--- src/rtl/hostregs_pkg.sv ---
package hostregs_pkg;
  localparam int DATA_W  = 8;
  localparam int FLAG_W  = 5;
  localparam int MIX_N   = 4;
  localparam int MIX_LL  = 0;
  localparam int MIX_LR  = 1;
  localparam int MIX_RL  = 2;
  localparam int MIX_RR  = 3;

  typedef struct packed {
    logic             wrCmd;
    logic             pushPar;
    logic             wrMask;
    logic             wrClr;
    logic             popRsp;
    logic [MIX_N-1:0] wrMix;
  } hrStrobes_t;
endpackage

--- src/rtl/hr_fifo.sv ---
module hr_fifo #(
  parameter int DEPTH = 16,
  parameter int WIDTH = 8
) (
  input  logic             clk,
  input  logic             rstN,
  input  logic             clr,
  input  logic             push,
  input  logic [WIDTH-1:0] pushData,
  input  logic             pop,
  output logic [WIDTH-1:0] head,
  output logic             empty,
  output logic             full
);
  localparam int AW = $clog2(DEPTH);
  localparam int PW = AW + 1;
  localparam logic [PW-1:0] CARRY = PW'(1) << AW;

  logic [WIDTH-1:0] mem [DEPTH];
  logic [PW-1:0]    wrPtr, rdPtr;
  logic [PW-1:0]    fillCnt;
  logic             doPop;

  assign empty   = (wrPtr == rdPtr);
  assign full    = ((wrPtr ^ rdPtr) == CARRY);
  assign fillCnt = wrPtr - rdPtr;
  assign doPop   = pop && !empty;
  assign head    = mem[rdPtr[AW-1:0]];

  always_ff @(posedge clk) begin
    if (!rstN || clr) begin
      wrPtr <= '0;
      rdPtr <= '0;
      for (int i = 0; i < DEPTH; i++) mem[i] <= '0;
    end else begin
      if (push) begin
        mem[wrPtr[AW-1:0]] <= pushData;
        wrPtr <= wrPtr + PW'(1);
      end
      if (doPop) rdPtr <= rdPtr + PW'(1);
    end
  end

  a_r4_not_empty_and_full: assert property (@(posedge clk) disable iff (!rstN)
    !(empty && full));

  a_r5_push_count_mod: assert property (@(posedge clk) disable iff (!rstN)
    push && !pop && !clr |=> fillCnt == $past(fillCnt) + PW'(1));

  a_r6_empty_pop_holds: assert property (@(posedge clk) disable iff (!rstN)
    pop && empty && !clr |=> rdPtr == $past(rdPtr));
endmodule

--- src/rtl/hr_ctrl.sv ---
module hr_ctrl
  import hostregs_pkg::*;
(
  input  logic              clk,
  input  logic              rstN,
  input  logic [1:0]        busAddr,
  input  logic              busWrEn,
  input  logic [DATA_W-1:0] busWrData,
  input  logic              busRdEn,
  output logic [1:0]        bankIdx,
  output hrStrobes_t        strb
);
  always_ff @(posedge clk) begin
    if (!rstN)                        bankIdx <= '0;
    else if (busWrEn && busAddr == 2'd0) bankIdx <= busWrData[1:0];
  end

  always_comb begin
    strb = '0;
    strb.popRsp = busRdEn && (busAddr == 2'd1);
    if (busWrEn) begin
      unique case (busAddr)
        2'd1: begin
          if (bankIdx == 2'd0) strb.wrCmd = 1'b1;
          if (bankIdx == 2'd3) strb.wrMix[MIX_RR] = 1'b1;
        end
        2'd2: begin
          unique case (bankIdx)
            2'd0: strb.pushPar = 1'b1;
            2'd1: strb.wrMask  = 1'b1;
            2'd2: strb.wrMix[MIX_LL] = 1'b1;
            2'd3: strb.wrMix[MIX_RL] = 1'b1;
          endcase
        end
        2'd3: begin
          if (bankIdx == 2'd1) strb.wrClr = 1'b1;
          if (bankIdx == 2'd2) strb.wrMix[MIX_LR] = 1'b1;
        end
        default: ;
      endcase
    end
  end

  a_r2_index_load: assert property (@(posedge clk) disable iff (!rstN)
    busWrEn && busAddr == 2'd0 |=> bankIdx == $past(busWrData[1:0]));

  a_r2_index_hold: assert property (@(posedge clk) disable iff (!rstN)
    !(busWrEn && busAddr == 2'd0) |=> $stable(bankIdx));
endmodule

--- src/rtl/hr_datapath.sv ---
module hr_datapath
  import hostregs_pkg::*;
#(
  parameter int FIFO_DEPTH = 16
) (
  input  logic              clk,
  input  logic              rstN,
  input  hrStrobes_t        strb,
  input  logic [1:0]        bankIdx,
  input  logic [1:0]        busAddr,
  input  logic [DATA_W-1:0] busWrData,
  output logic [DATA_W-1:0] busRdData,
  input  logic              busyIn,
  input  logic              dataAvailIn,
  input  logic              irqSetEn,
  input  logic [FLAG_W-1:0] irqSetCode,
  input  logic              rspPushEn,
  input  logic [DATA_W-1:0] rspPushData,
  input  logic              parPopEn,
  output logic [DATA_W-1:0] parHead,
  output logic              cmdValid,
  output logic [DATA_W-1:0] cmdByte,
  output logic              irqOut,
  output logic [DATA_W-1:0] mixOut [MIX_N]
);
  localparam int PAD_W = DATA_W - FLAG_W;
  localparam logic [PAD_W-1:0] PAD_ONES = '1;

  logic              parEmpty, parFull, rspEmpty, rspFull;
  logic [DATA_W-1:0] rspHead;
  logic [FLAG_W-1:0] flagReg, maskReg, clrBits, setBits;
  logic [DATA_W-1:0] statusByte;

  hr_fifo #(.DEPTH(FIFO_DEPTH), .WIDTH(DATA_W)) u_parFifo (
    .clk(clk), .rstN(rstN),
    .clr(strb.wrClr && busWrData[6]),
    .push(strb.pushPar), .pushData(busWrData),
    .pop(parPopEn), .head(parHead),
    .empty(parEmpty), .full(parFull));

  hr_fifo #(.DEPTH(FIFO_DEPTH), .WIDTH(DATA_W)) u_rspFifo (
    .clk(clk), .rstN(rstN), .clr(1'b0),
    .push(rspPushEn), .pushData(rspPushData),
    .pop(strb.popRsp), .head(rspHead),
    .empty(rspEmpty), .full(rspFull));

  assign clrBits = strb.wrClr ? busWrData[FLAG_W-1:0] : '0;
  assign setBits = irqSetEn   ? irqSetCode            : '0;

  always_ff @(posedge clk) begin
    if (!rstN) begin
      flagReg  <= '0;
      maskReg  <= '0;
      cmdValid <= 1'b0;
      cmdByte  <= '0;
    end else begin
      flagReg  <= (flagReg & ~clrBits) | setBits;
      if (strb.wrMask) maskReg <= busWrData[FLAG_W-1:0];
      cmdValid <= strb.wrCmd;
      if (strb.wrCmd) cmdByte <= busWrData;
    end
  end

  for (genvar g = 0; g < MIX_N; g++) begin : g_mix
    always_ff @(posedge clk) begin
      if (!rstN)              mixOut[g] <= '0;
      else if (strb.wrMix[g]) mixOut[g] <= busWrData;
    end
  end

  assign irqOut = |(flagReg & maskReg);

  assign statusByte = {busyIn, dataAvailIn, !rspEmpty, !parFull, parEmpty,
                       1'b0, bankIdx};

  always_comb begin
    unique case (busAddr)
      2'd0: busRdData = statusByte;
      2'd1: busRdData = rspHead;
      2'd3: begin
        if (bankIdx == 2'd0)      busRdData = {PAD_ONES, maskReg};
        else if (bankIdx == 2'd1) busRdData = {PAD_ONES, flagReg};
        else                      busRdData = '0;
      end
      default: busRdData = '0;
    endcase
  end

  a_r12_set_wins: assert property (@(posedge clk) disable iff (!rstN)
    irqSetEn |=> (flagReg & $past(irqSetCode)) == $past(irqSetCode));

  a_r8_clear_bits: assert property (@(posedge clk) disable iff (!rstN)
    strb.wrClr && !irqSetEn |=> (flagReg & $past(busWrData[FLAG_W-1:0])) == '0);

  a_r10_cmd_pulse: assert property (@(posedge clk) disable iff (!rstN)
    strb.wrCmd |=> cmdValid && cmdByte == $past(busWrData));

  a_r10_cmd_single: assert property (@(posedge clk) disable iff (!rstN)
    cmdValid && !strb.wrCmd |=> !cmdValid);

  a_r9_mask_hold: assert property (@(posedge clk) disable iff (!rstN)
    !strb.wrMask |=> $stable(maskReg));
endmodule

--- src/rtl/disc_host_port.sv ---
module disc_host_port
  import hostregs_pkg::*;
#(
  parameter int FIFO_DEPTH = 16
) (
  input  logic        clk,
  input  logic        rstN,
  input  logic [1:0]  busAddr,
  input  logic        busWrEn,
  input  logic [7:0]  busWrData,
  input  logic        busRdEn,
  output logic [7:0]  busRdData,
  input  logic        busyIn,
  input  logic        dataAvailIn,
  input  logic        irqSetEn,
  input  logic [4:0]  irqSetCode,
  input  logic        rspPushEn,
  input  logic [7:0]  rspPushData,
  input  logic        parPopEn,
  output logic [7:0]  parHead,
  output logic        cmdValid,
  output logic [7:0]  cmdByte,
  output logic        irqOut,
  output logic [7:0]  mixLeftLeft,
  output logic [7:0]  mixLeftRight,
  output logic [7:0]  mixRightLeft,
  output logic [7:0]  mixRightRight
);
  hrStrobes_t        strb;
  logic [1:0]        bankIdx;
  logic [DATA_W-1:0] mixOut [MIX_N];

  hr_ctrl u_ctrl (
    .clk(clk), .rstN(rstN), .busAddr(busAddr), .busWrEn(busWrEn),
    .busWrData(busWrData), .busRdEn(busRdEn), .bankIdx(bankIdx), .strb(strb));

  hr_datapath #(.FIFO_DEPTH(FIFO_DEPTH)) u_dp (
    .clk(clk), .rstN(rstN), .strb(strb), .bankIdx(bankIdx),
    .busAddr(busAddr), .busWrData(busWrData), .busRdData(busRdData),
    .busyIn(busyIn), .dataAvailIn(dataAvailIn),
    .irqSetEn(irqSetEn), .irqSetCode(irqSetCode),
    .rspPushEn(rspPushEn), .rspPushData(rspPushData),
    .parPopEn(parPopEn), .parHead(parHead),
    .cmdValid(cmdValid), .cmdByte(cmdByte), .irqOut(irqOut),
    .mixOut(mixOut));

  assign mixLeftLeft   = mixOut[MIX_LL];
  assign mixLeftRight  = mixOut[MIX_LR];
  assign mixRightLeft  = mixOut[MIX_RL];
  assign mixRightRight = mixOut[MIX_RR];
endmodule

--- config.mk ---
export PLATFORM = sky130hd
export DESIGN_NAME = disc_host_port
export DESIGN_NICKNAME = d
export VERILOG_FILES = /design/src/rtl/hostregs_pkg.sv /design/src/rtl/hr_fifo.sv /design/src/rtl/hr_ctrl.sv /design/src/rtl/hr_datapath.sv /design/src/rtl/disc_host_port.sv
export SDC_FILE = /design/constraint.sdc
export NUM_CORES = 1
export LEC_CHECK = 0
export BUFFER_PORTS_ARGS = -buffer_cell sky130_fd_sc_hd__buf_2
export CORE_MARGIN = 2
export CORE_UTILIZATION = 60
export CTS_BUF_LIST = sky130_fd_sc_hd__clkbuf_8
export CTS_CLUSTER_DIAMETER = 200
export DETAILED_ROUTE_END_ITERATION = 7
export GPL_TIMING_DRIVEN = 0
export PLACE_DENSITY = 0.79
export SYNTH_ARGS = -nofsm -noshare
export SYNTH_HDL_FRONTEND = slang
export SYNTH_SLANG_ARGS = --single-unit
--- constraint.sdc ---
create_clock -name clk -period 6.15 [get_ports clk]
set_input_delay 0.3075 -clock clk [delete_from_list [all_inputs] [get_ports clk]]
set_output_delay 0.3075 -clock clk [all_outputs]
set_load 0.05 [all_outputs]
==> qor.txt <==
Synth Net Count: 1,153
clock latency on the worst-skew pair: 590 ps
DR iter-0 viols: 1,092
PwrDens: 280 nW/um2
CP required: 5840 ps
Syn Area/Cell: 13.7 um2
placed insts: 1,530
HP Class: in -> reg
Reg-to-Reg End: u_dp.u_parFifo.mem[7][7]
Die X-Extent: 163 um
Core Footprint: 25,100 um2
sequential area share after synthesis: 61.0%
multi-input logic area: 5500 um2
Critical Path End: busRdData[1]
Ports: 90
final setup violation count: 0
crit path time final: 3500 ps
non-filler cells, final: 1,632
Worst setup EP type: primary output
YS warnings: 0
number of global-route vias before repair: 9,876
Clk pin slew, worst setup/hold paths: 70 ps
Root Buffer: clkbuf_8
Final #Nets: 1,303
Tot Pwr: 0.00483 W
Die ar.: 26,700 um2
Worst setup SP type: register
final WL: 38,300 um
flop2flop setup slack: 3430 ps
largest net degree at the start of global routing: 15
Slew HR: 7.06%
FF/Latch Area: 9310 um2
Seq cells post-synth: 337
post-route ant nets: 0
chip height: 163 um
H-tree levels: 2
Synth cell types: 50
Peak Freq: 286 MHz
TritonCTS Buffers: 54
Max Cap Viol: 0
CP Max Fanout: 10
status: completed
WL per Instance: 23.5 um
RSZ-0062 raised after global routing: false
critical path class: reg -> out
site row count: 58
r2r worst-path depth: 7
hold_buf cts: 5
gr usage total: 29.1%
Initial Util: 60.8%
slew at the pin closest to its max-slew limit: 1380 ps
maximum buffer depth of the clock tree: 3
Leak: 7.10 nW
Post-CTS Resized: 0
final worst path period share: 56.9%
final setup TNS: 0 ps
Filler Cell Count: 1,792
Via-to-Cell Ratio: 6.04
share of cells above drive strength 1: 20.7%
drt first pass iters: 6
WHS: 46.7 ps
initial antenna violation count: 1
Slew Viols, Final: 0
Worst VDD drop: 0.198 mV
first-pass GRT wire length: 57,500 um
Critical Path AT: 3190 ps
routed vias: 9,859
worst clock skew: 53.9 ps
residual DRC count: 0
final hold vios: 0
total grt overflow: 0
reg2reg start: u_ctrl.bankIdx[1]
RD Place Congestion: 0.885
TritonCTS clock tree: yes
Clock Sink Count: 337
Post-CTS Setup Bufs: 0
Synth Cell Area: 15,300 um2
PortBufs: 87
DP HPWL: 26,600 um
gate count of the mapped netlist: 1,111
Syn-to-layout area delta: 12.8%
diode count: 0
-- stage by stage --
step | util (%) | area [um2] | setup WS, ps
floorplan | - | 15300 | 3530
finish | 68.6 | 17200 | 2650
detailed placement | 64.2 | 16100 | 3230
global placement | 64.2 | 16100 | 3150
CTS | 68.6 | 17200 | 2650
global route | 68.6 | 17200 | 2580
-- cell usage in the layout (no fill, tap or decap), drive strengths merged, types with 3 or more instances in the layout --
cell         netlist  layout
edfxtp           256     256
and3             129     129
and2             128     128
clkbuf            62     125
buf               29     118
nor2              93      93
dfxtp             81      81
mux4              72      72
mux2i             64      64
nand2             57      57
inv                8      28
o21ai             16      16
xor2              14      14
clkinv             0      13
xnor2             11      11
nor3              11      11
ha                10      10
a21oi              9       9
nand4              7       7
nand2b             7       7
a211oi             7       7
a22oi              6       6
nand3              5       5
mux2               5       5
dlygate4sd3        0       5
nor2b              3       3
a221oi             3       3
-- critical path, cell delays in order (launching register included) --
cell and delay (ps):
dfxtp_1 550, buf_1 660, clkbuf_4 420, mux4_2 410
mux2i_1 200, o21ai_0 130, buf_2 240
-- flip-flops by register name, summed over array words and instances (netlist names), 8 cells and up, named ones only --
| register | count |
|---|---|
| u_dp.mixOut | 32 |
| u_dp.u_rspFifo.mem | 128 |
| u_dp.u_parFifo.mem | 128 |
| u_dp.cmdByte | 8 |
-- per-layer routing --
metal  up-vias  global-route usage (%)  wire length (um)
met1      4899                    36.4             14500
met4         0                    12.7              1630
met3       102                    4.65              2670
li1       4412                       -                 -
met5         -                       0                 0
met2       446                    50.4             19500
-- how the worst min path moves through the flow --
stage	depth (start not counted)	slack, ps	endpoint	startpoint
finish	3	50	u_dp.mixOut[13]	busWrData[5]
global route	3	60	u_dp.mixOut[13]	busWrData[5]
CTS	3	10	u_dp.mixOut[13]	busWrData[5]
detailed placement	1	480	u_dp.u_rspFifo.wrPtr[4]	u_dp.u_rspFifo.wrPtr[4]
global placement	2	470	u_dp.mixOut[9]	u_dp.mixOut[9]
floorplan	2	450	u_dp.maskReg[4]	busWrData[4]
-- power by group --
group          switching, W  leakage [nW]  total [W]  internal (W)
registers         0.0000291          3.30    0.00255       0.00252
logic              0.000284          3.18   0.000428      0.000144
clock network      0.000879         0.618    0.00185      0.000973
total               0.00119          7.10    0.00483       0.00363
-- layout make-up --
| type | count | share of cell area [%] |
|---|---|---|
| sequential | 337 | 54.1 |
| clock inverter | 34 | 1.02 |
| buffer | 91 | 2.46 |
| inverter | 8 | 0.174 |
| timing repair buffer | 94 | 2.93 |
| multi-input combinational | 675 | 31.9 |
| clock buffer | 63 | 5.03 |
| tap | 330 | 2.40 |
-- synthesized netlist by cell type (all sizes together) --
cell type  instances  area (um2)
clkbuf            62         239
edfxtp           256        7690
and2             128         801
nor2b              3        18.8
a222oi             1        10.0
nor2              93         354
a32oi              1        8.76
mux2               5        56.3
and3b              1        8.76
o21ai             16        80.1
nand3              5        25.0
a21o               1        7.51
nor3b              2        20.0
nor4               2        25.0
or2b               2        15.0
nor3              11        86.3
o31ai              2        15.0
buf               29         185
and3             129         807
nand2             57         214
nand4              7        43.8
nand2b             7        43.8
o31a               1        8.76
or2                1        6.26
mux4              72        1640
a221oi             3        26.3
ha                10         125
dfxtp             81        1620
a221o              2        20.0
a22oi              6        45.0
mux2i             64         641
a211oi             7        57.6
inv                8        30.0
xnor2             11        96.3
a211o              1        8.76
nand3b             1        11.3
a21oi              9        45.0
xor2              14         123
-- cell families (layout without fill, tap and decap cells) --
family,count (synthesis),in the layout,synth area share (%)
and+or+nand+nor,449,449,16.2
DFF,337,337,61.0
muxes,141,141,15.3
buffers and inverters,99,290,2.98
AOI/OAI and AO/OA,50,50,2.18
xor gates and xnor gates,25,25,1.43
adders and majority gates,10,10,0.820
Note: power is estimated with default switching activity, not from simulation.
